==> src/rtl/i2c_slv_pkg.sv <==
`timescale 1ns/1ps
package i2c_slv_pkg;

  // Register offsets decoded by the write port.
  localparam int OFS_CTRL = 0;
  localparam int OFS_STAT = 1;
  localparam int OFS_PRIM = 2;
  localparam int OFS_LOW  = 3;

  // Bit positions inside the control and status words.
  localparam int CTRL_FAST_BIT  = 0;
  localparam int CTRL_RANGE_BIT = 1;
  localparam int STAT_IRQ_BIT   = 1;

  typedef struct packed {
    logic range_en;
    logic fast_ack;
  } ctrl_t;

endpackage

==> src/rtl/i2c_slv_regs.sv <==
`timescale 1ns/1ps
module i2c_slv_regs
  import i2c_slv_pkg::*;
#(
  parameter int RAW = 3,
  parameter int DW  = 8,
  parameter int AW  = 7
) (
  input  logic           clk,
  input  logic           rst_n,
  input  logic           wr_en,
  input  logic [RAW-1:0] wr_addr,
  input  logic [DW-1:0]  wr_data,
  output ctrl_t          ctrl,
  output logic [AW-1:0]  prim_adr,
  output logic [AW-1:0]  low_adr,
  output logic           ctrl_wr,
  output logic           irq_clr
);

  logic  sel_ctrl, sel_stat, sel_prim, sel_low;
  ctrl_t ctrl_d;
  logic [AW-1:0] prim_d, low_d;

  // Offset decode
  always_comb begin
    sel_ctrl = wr_en && (wr_addr == RAW'(OFS_CTRL));
    sel_stat = wr_en && (wr_addr == RAW'(OFS_STAT));
    sel_prim = wr_en && (wr_addr == RAW'(OFS_PRIM));
    sel_low  = wr_en && (wr_addr == RAW'(OFS_LOW));
  end

  assign ctrl_wr = sel_ctrl;
  assign irq_clr = sel_stat && wr_data[STAT_IRQ_BIT];

  // Next-state for the configuration words
  always_comb begin
    ctrl_d = ctrl;
    prim_d = prim_adr;
    low_d  = low_adr;
    if (sel_ctrl) begin
      ctrl_d.fast_ack = wr_data[CTRL_FAST_BIT];
      ctrl_d.range_en = wr_data[CTRL_RANGE_BIT];
    end
    if (sel_prim) prim_d = wr_data[AW-1:0];
    if (sel_low)  low_d  = wr_data[AW-1:0];
  end

  always_ff @(posedge clk or negedge rst_n) begin
    if (!rst_n) begin
      ctrl     <= '0;
      prim_adr <= '0;
      low_adr  <= '0;
    end else begin
      if (sel_ctrl) ctrl     <= ctrl_d;
      if (sel_prim) prim_adr <= prim_d;
      if (sel_low)  low_adr  <= low_d;
    end
  end

endmodule

==> src/rtl/i2c_slv_match.sv <==
`timescale 1ns/1ps
module i2c_slv_match #(
  parameter int AW        = 7,
  parameter bit HAS_RANGE = 1'b1
) (
  input  logic [AW:0]   addr_byte,
  input  logic [AW-1:0] prim_adr,
  input  logic [AW-1:0] low_adr,
  input  logic          range_en,
  input  logic          gc_en,
  output logic          hit_own,
  output logic          hit_any,
  output logic          rw_bit
);

  logic [AW-1:0] call_adr;
  logic          nz, hit_prim, hit_rng, hit_gc;

  assign call_adr = addr_byte[AW:1];
  assign rw_bit   = addr_byte[0];
  assign nz       = |call_adr;

  assign hit_prim = nz && (call_adr == prim_adr);
  assign hit_gc   = gc_en && !nz;

  generate
    if (HAS_RANGE) begin : g_range
      assign hit_rng = range_en && nz &&
                       (call_adr >= low_adr) && (call_adr <= prim_adr);
    end else begin : g_norange
      logic unused_rng;
      assign unused_rng = range_en ^ (|low_adr);
      assign hit_rng    = 1'b0;
    end
  endgenerate

  assign hit_own = hit_prim || hit_rng;
  assign hit_any = hit_own || hit_gc;

endmodule

==> src/rtl/i2c_slv_flags.sv <==
`timescale 1ns/1ps
module i2c_slv_flags (
  input  logic clk,
  input  logic rst_n,
  input  logic addr_vld,
  input  logic hit_own,
  input  logic hit_any,
  input  logic rw_bit,
  input  logic byte_done_data,
  input  logic byte_done_full,
  input  logic fast_ack,
  input  logic ack_vld,
  input  logic ack_nack,
  input  logic arb_lost,
  input  logic ctrl_wr,
  input  logic irq_clr,
  output logic addressed,
  output logic dir_rd,
  output logic irq_flag,
  output logic rx_nack
);

  logic adr_d, dir_d, irq_d, nack_d;
  logic dir_en, byte_evt, irq_set;

  assign dir_en   = addr_vld && hit_any;
  assign byte_evt = fast_ack ? byte_done_data : byte_done_full;
  assign irq_set  = dir_en || byte_evt || arb_lost;

  always_comb begin
    // Addressed: the address compare outranks a control write.
    if (addr_vld)     adr_d = hit_own;
    else if (ctrl_wr) adr_d = 1'b0;
    else              adr_d = addressed;

    dir_d = dir_en ? rw_bit : dir_rd;

    // A hardware set beats the software clear.
    if (irq_set)      irq_d = 1'b1;
    else if (irq_clr) irq_d = 1'b0;
    else              irq_d = irq_flag;

    nack_d = ack_vld ? ack_nack : rx_nack;
  end

  always_ff @(posedge clk or negedge rst_n) begin
    if (!rst_n) begin
      addressed <= 1'b0;
      dir_rd    <= 1'b0;
      irq_flag  <= 1'b0;
      rx_nack   <= 1'b0;
    end else begin
      addressed <= adr_d;
      if (dir_en)  dir_rd  <= dir_d;
      irq_flag  <= irq_d;
      if (ack_vld) rx_nack <= nack_d;
    end
  end

endmodule

==> src/rtl/i2c_slv_addr_stat.sv <==
`timescale 1ns/1ps
module i2c_slv_addr_stat
  import i2c_slv_pkg::*;
#(
  parameter int RAW       = 3,
  parameter int DW        = 8,
  parameter bit HAS_RANGE = 1'b1
) (
  input  logic           clk,
  input  logic           rst_n,
  input  logic           gc_en,
  input  logic           addr_vld,
  input  logic [DW-1:0]  addr_byte,
  input  logic           byte_done_data,
  input  logic           byte_done_full,
  input  logic           ack_vld,
  input  logic           ack_nack,
  input  logic           arb_lost,
  input  logic           wr_en,
  input  logic [RAW-1:0] wr_addr,
  input  logic [DW-1:0]  wr_data,
  output logic           addressed,
  output logic           dir_rd,
  output logic           irq_flag,
  output logic           rx_nack
);

  localparam int AW = DW - 1;

  // Reset: asserted asynchronously, released on the clock.
  logic [1:0] rst_pipe;
  logic       rst_sync_n;

  always_ff @(posedge clk or negedge rst_n) begin
    if (!rst_n) rst_pipe <= 2'b00;
    else        rst_pipe <= {rst_pipe[0], 1'b1};
  end
  assign rst_sync_n = rst_pipe[1];

  ctrl_t         ctrl;
  logic [AW-1:0] prim_adr, low_adr;
  logic          ctrl_wr, irq_clr;
  logic          hit_own, hit_any, rw_bit;

  i2c_slv_regs #(.RAW(RAW), .DW(DW), .AW(AW)) u_regs (
    .clk      (clk),
    .rst_n    (rst_sync_n),
    .wr_en    (wr_en),
    .wr_addr  (wr_addr),
    .wr_data  (wr_data),
    .ctrl     (ctrl),
    .prim_adr (prim_adr),
    .low_adr  (low_adr),
    .ctrl_wr  (ctrl_wr),
    .irq_clr  (irq_clr)
  );

  i2c_slv_match #(.AW(AW), .HAS_RANGE(HAS_RANGE)) u_match (
    .addr_byte (addr_byte),
    .prim_adr  (prim_adr),
    .low_adr   (low_adr),
    .range_en  (ctrl.range_en),
    .gc_en     (gc_en),
    .hit_own   (hit_own),
    .hit_any   (hit_any),
    .rw_bit    (rw_bit)
  );

  i2c_slv_flags u_flags (
    .clk            (clk),
    .rst_n          (rst_sync_n),
    .addr_vld       (addr_vld),
    .hit_own        (hit_own),
    .hit_any        (hit_any),
    .rw_bit         (rw_bit),
    .byte_done_data (byte_done_data),
    .byte_done_full (byte_done_full),
    .fast_ack       (ctrl.fast_ack),
    .ack_vld        (ack_vld),
    .ack_nack       (ack_nack),
    .arb_lost       (arb_lost),
    .ctrl_wr        (ctrl_wr),
    .irq_clr        (irq_clr),
    .addressed      (addressed),
    .dir_rd         (dir_rd),
    .irq_flag       (irq_flag),
    .rx_nack        (rx_nack)
  );

endmodule

==> config.mk <==
export PLATFORM = sky130hd
export DESIGN_NAME = i2c_slv_addr_stat
export DESIGN_NICKNAME = d
export VERILOG_FILES = /design/src/rtl/i2c_slv_pkg.sv /design/src/rtl/i2c_slv_regs.sv /design/src/rtl/i2c_slv_match.sv /design/src/rtl/i2c_slv_flags.sv /design/src/rtl/i2c_slv_addr_stat.sv
export SDC_FILE = /design/constraint.sdc
export NUM_CORES = 1
export LEC_CHECK = 0
export BUFFER_PORTS_ARGS = -buffer_cell sky130_fd_sc_hd__buf_4
export CORE_ASPECT_RATIO = 1.5
export CORE_MARGIN = 1.5
export CORE_UTILIZATION = 50
export DETAILED_ROUTE_END_ITERATION = 8
export HOLD_SLACK_MARGIN = 0.1
export PLACE_DENSITY = 0.85
export SETUP_SLACK_MARGIN = 0.5
export SYNTH_ARGS = -nofsm -noshare
export SYNTH_HDL_FRONTEND = slang
export SYNTH_SLANG_ARGS = --single-unit
==> constraint.sdc <==
create_clock -name clk -period 0.8 [get_ports clk]
set_input_delay 0 -clock clk [delete_from_list [all_inputs] [get_ports clk]]
set_output_delay 0 -clock clk [all_outputs]
set_load 0.1 [all_outputs]
==> impl_results.md <==
- Post-DR vias/cell: 6.31
- Ports: 33
- Failing checks: hold timing, setup timing
- Count leader, synth: dfrtp_1
- Worst IR drop on VDD: 2.25 mV
- Final Setup Violations: 15
- Cells after Synth: 116
- Max Cap Viol: 0
- Worst setup EP type: flip-flop
- Clock Tree Buf Depth: 2
- Vias in the first global route: 1328
- Final period utilization: 2.41
- Fin. Hold Viols: 17
- DRC: 0
- CP startpoint kind: flip-flop
- DRT Pass-1 Iters: 6
- Fillcell total: 64
- Gp weighted congestion: 0.837
- Cell family with most CP delay: compound AO/OA/AOI/OAI gates
- Setup slack after layout: -1.12 ns
- Pleak: 1.06 nW
- Outcome: finished with violations
- Layout Cell Area excl Fill: 0.00215 mm2
- Finished Core Util: 0.943
- CTS Buf Count: 3
- Critical Path Slowest Stage Cell: dfrtp_1
- Worst-path clk slew: 0.14 ns
- # rows: 21
- DP HPWL: 2460 um
- Die X: 43.7 um
- DIE AREA: 0.00280 mm2
- Buf+Inv Stages, Crit Path: 1
- Post-CTS Hold Fix Bufs: 1
- Storage cell area: 567 um2
- Clock Latency Late Sink: 0.33 ns
- Hold Path Origin: addr_vld
- Crit path to: u_flags.dir_rd
- Crit path max fanout: 4
- Initial antenna violation count: 0
- F_max: 520 MHz
- R2r endpoint: u_flags.dir_rd
- Stages on worst setup path: 7
- Register area share after synthesis: 0.444
- Final net count: 228
- Area contributors post-synth: dfrtp_1 44%, ha_1 14%, mux2_2 10%, inv_1 4.2%, mux2i_1 3.2%
- Post-route ant nets: 0
- Post-DP Area: 0.00176 mm2
- Worst Clk Skew: 0.00549 ns
- Pwr dens: 2200 mW/mm2
- WL final: 5290 um
- Wire per inst: 25.6 um
- Multi-input gate area: 807 um2
- Root Driver: clkbuf_4
- Max H-tree Level: 1
- FF-to-FF Start: u_regs.low_adr[6]
- Post-synth EDFFs: 0
- Via count: 1306
- Ys flop type: dfrtp_1
- Crit path from: u_regs.low_adr[6]
- P&R area growth vs syn: 73.6%
- Tot Pwr: 4.74 mW
- Port buffer count: 31
- Minimum clock period: 1.92 ns
- Synth cell types: 29
- CP max stage delay: 0.42 ns
- Share of layout cells above drive strength 1: 0.609
- Worst path arrival time: 2.18 ns
- WS Path Type: reg -> reg
- Die height: 64.0 um
- Tightest Hold Check Type: in -> reg
- Yosys top cell area share: 0.444
- Hold_ws: -0.112 ns
- ANT cells: 0
- Syn_nets: 159
- Slew Viols, Final: 0
- Worst R2R Path Depth: 7
- GRT Overall Usage: 0.317
- #FFs+latches synth: 22
- Crit path cell chain: inv_1 > ha_1 > a21oi_1 > and3_2 > o21ai_2 > a21oi_2 > mux2i_1
- Core Box Area: 0.00229 mm2
- Worst EP required: 1.06 ns
- Synth top cells by count: 22 x dfrtp_1, 14 x ha_1, 14 x inv_1, 11 x mux2_2, 10 x nand2_1
- Initial Utilization: 0.543
- Synth area leader: dfrtp_1
- Worst reg2reg setup slack: -1.12 ns
- DP Worst Slack: -0.887 ns
- Unrepaired setup endpoints after global routing: yes
- Non-Filler Instances: 207
- TritonCTS clock tree: yes
- Asr flop ratio synth: 1.00
- Setup TNS: -5.09 ns
- Largest net degree at the start of global routing: 14
- Clock Sinks: 22
- Warnings from Yosys: 0
- Synthesized area per cell: 10.7 um2
- GRT overflow: 0
- Cell area after technology mapping: 0.00124 mm2
- First-pass GRT wire length: 6310 um
- Initial DRC count: 67
- Placed cells: 190
-- how the worst min path moves through the flow --
stage,endpoint,slack (ns),cells after the start
after floorplan,rst_pipe[0],-0.30,0
after global placement,rst_pipe[0],-0.22,1
after detailed placement,rst_pipe[0],-0.22,1
after CTS,u_regs.prim_adr[4],-0.10,3
after global routing,u_regs.prim_adr[4],-0.11,3
final,u_flags.addressed,-0.11,2
-- state kept, by name, summed over array words and instances, names as in the netlist --
signal             count
u_flags.dir_rd         1
u_regs.prim_adr        7
u_regs.ctrl            2
rst_pipe               2
u_flags.rx_nack        1
u_regs.low_adr         7
u_flags.irq_flag       1
u_flags.addressed      1
-- report_power, final --
part	internal (mW)	switching (mW)	leakage, nW
logic	1.15	1.13	0.777
registers	1.36	0.201	0.258
clock network	0.507	0.399	0.0279
-- layer usage --
layer,vias up,part of all wire,GRT usage
met5,-,0,0
met4,0,0.056,0.197
met3,23,0.069,0.0339
met2,90,0.54,0.548
met1,646,0.33,0.356
li1,547,-,-
-- worst register-to-register path, stage by stage, from the launching register on --
cell     delay (ns)
dfrtp_1        0.42
inv_1          0.10
ha_1           0.33
a21oi_1        0.23
and3_2         0.25
o21ai_2        0.08
a21oi_2        0.25
mux2i_1        0.21
-- final cells by class --
class,count,share of cell area
multi-input combinational,79,0.375
timing repair buffer,65,0.300
sequential,22,0.263
inverter,14,0.0244
clock inverter,1,0.0139
tap,23,0.0134
clock buffer,3,0.0105
-- timing repair --
| action | CTS | global route |
|---|---|---|
| endpoints found under the hold margin | 22 | 22 |
| buffers inserted | 4 | 5 |
| pin swaps | 6 | 5 |
| gates resized for setup | 32 | 14 |
| endpoints found under the setup margin | 44 | 45 |
| gates cloned | 1 | 2 |
-- cells in the final DEF, fill, tap and decap left out, types with 2 or more instances in the layout --
cell type,netlist,final
a21o_1,2,2
a21oi_1,2,2
buf_12,0,6
buf_4,0,48
buf_6,0,7
clkbuf_16,0,2
clkbuf_4,0,3
dfrtp_1,22,17
dfrtp_4,0,4
ha_1,14,10
ha_4,0,4
inv_1,14,8
inv_2,0,6
mux2_4,0,11
mux2i_1,4,4
nand2_1,10,10
nand3_1,4,3
nand4_1,4,4
o21ai_0,7,2
o21ai_1,4,2
o21ai_2,0,7
-- logic make-up (layout without fill, tap and decap cells) --
| group | after synthesis | after routing | synth area share |
|---|---|---|---|
| AO/OA/AOI/OAI | 20 | 20 | 0.102 |
| adder cells (fa/ha/maj) | 14 | 14 | 0.141 |
| buffers and inverters | 15 | 83 | 0.0464 |
| flip-flops | 22 | 22 | 0.444 |
| multiplexers | 15 | 15 | 0.132 |
| other | 1 | 1 | 0.00302 |
| AND/OR/NAND/NOR | 29 | 29 | 0.132 |
No activity file was read; power rests on OpenSTA's default activity.
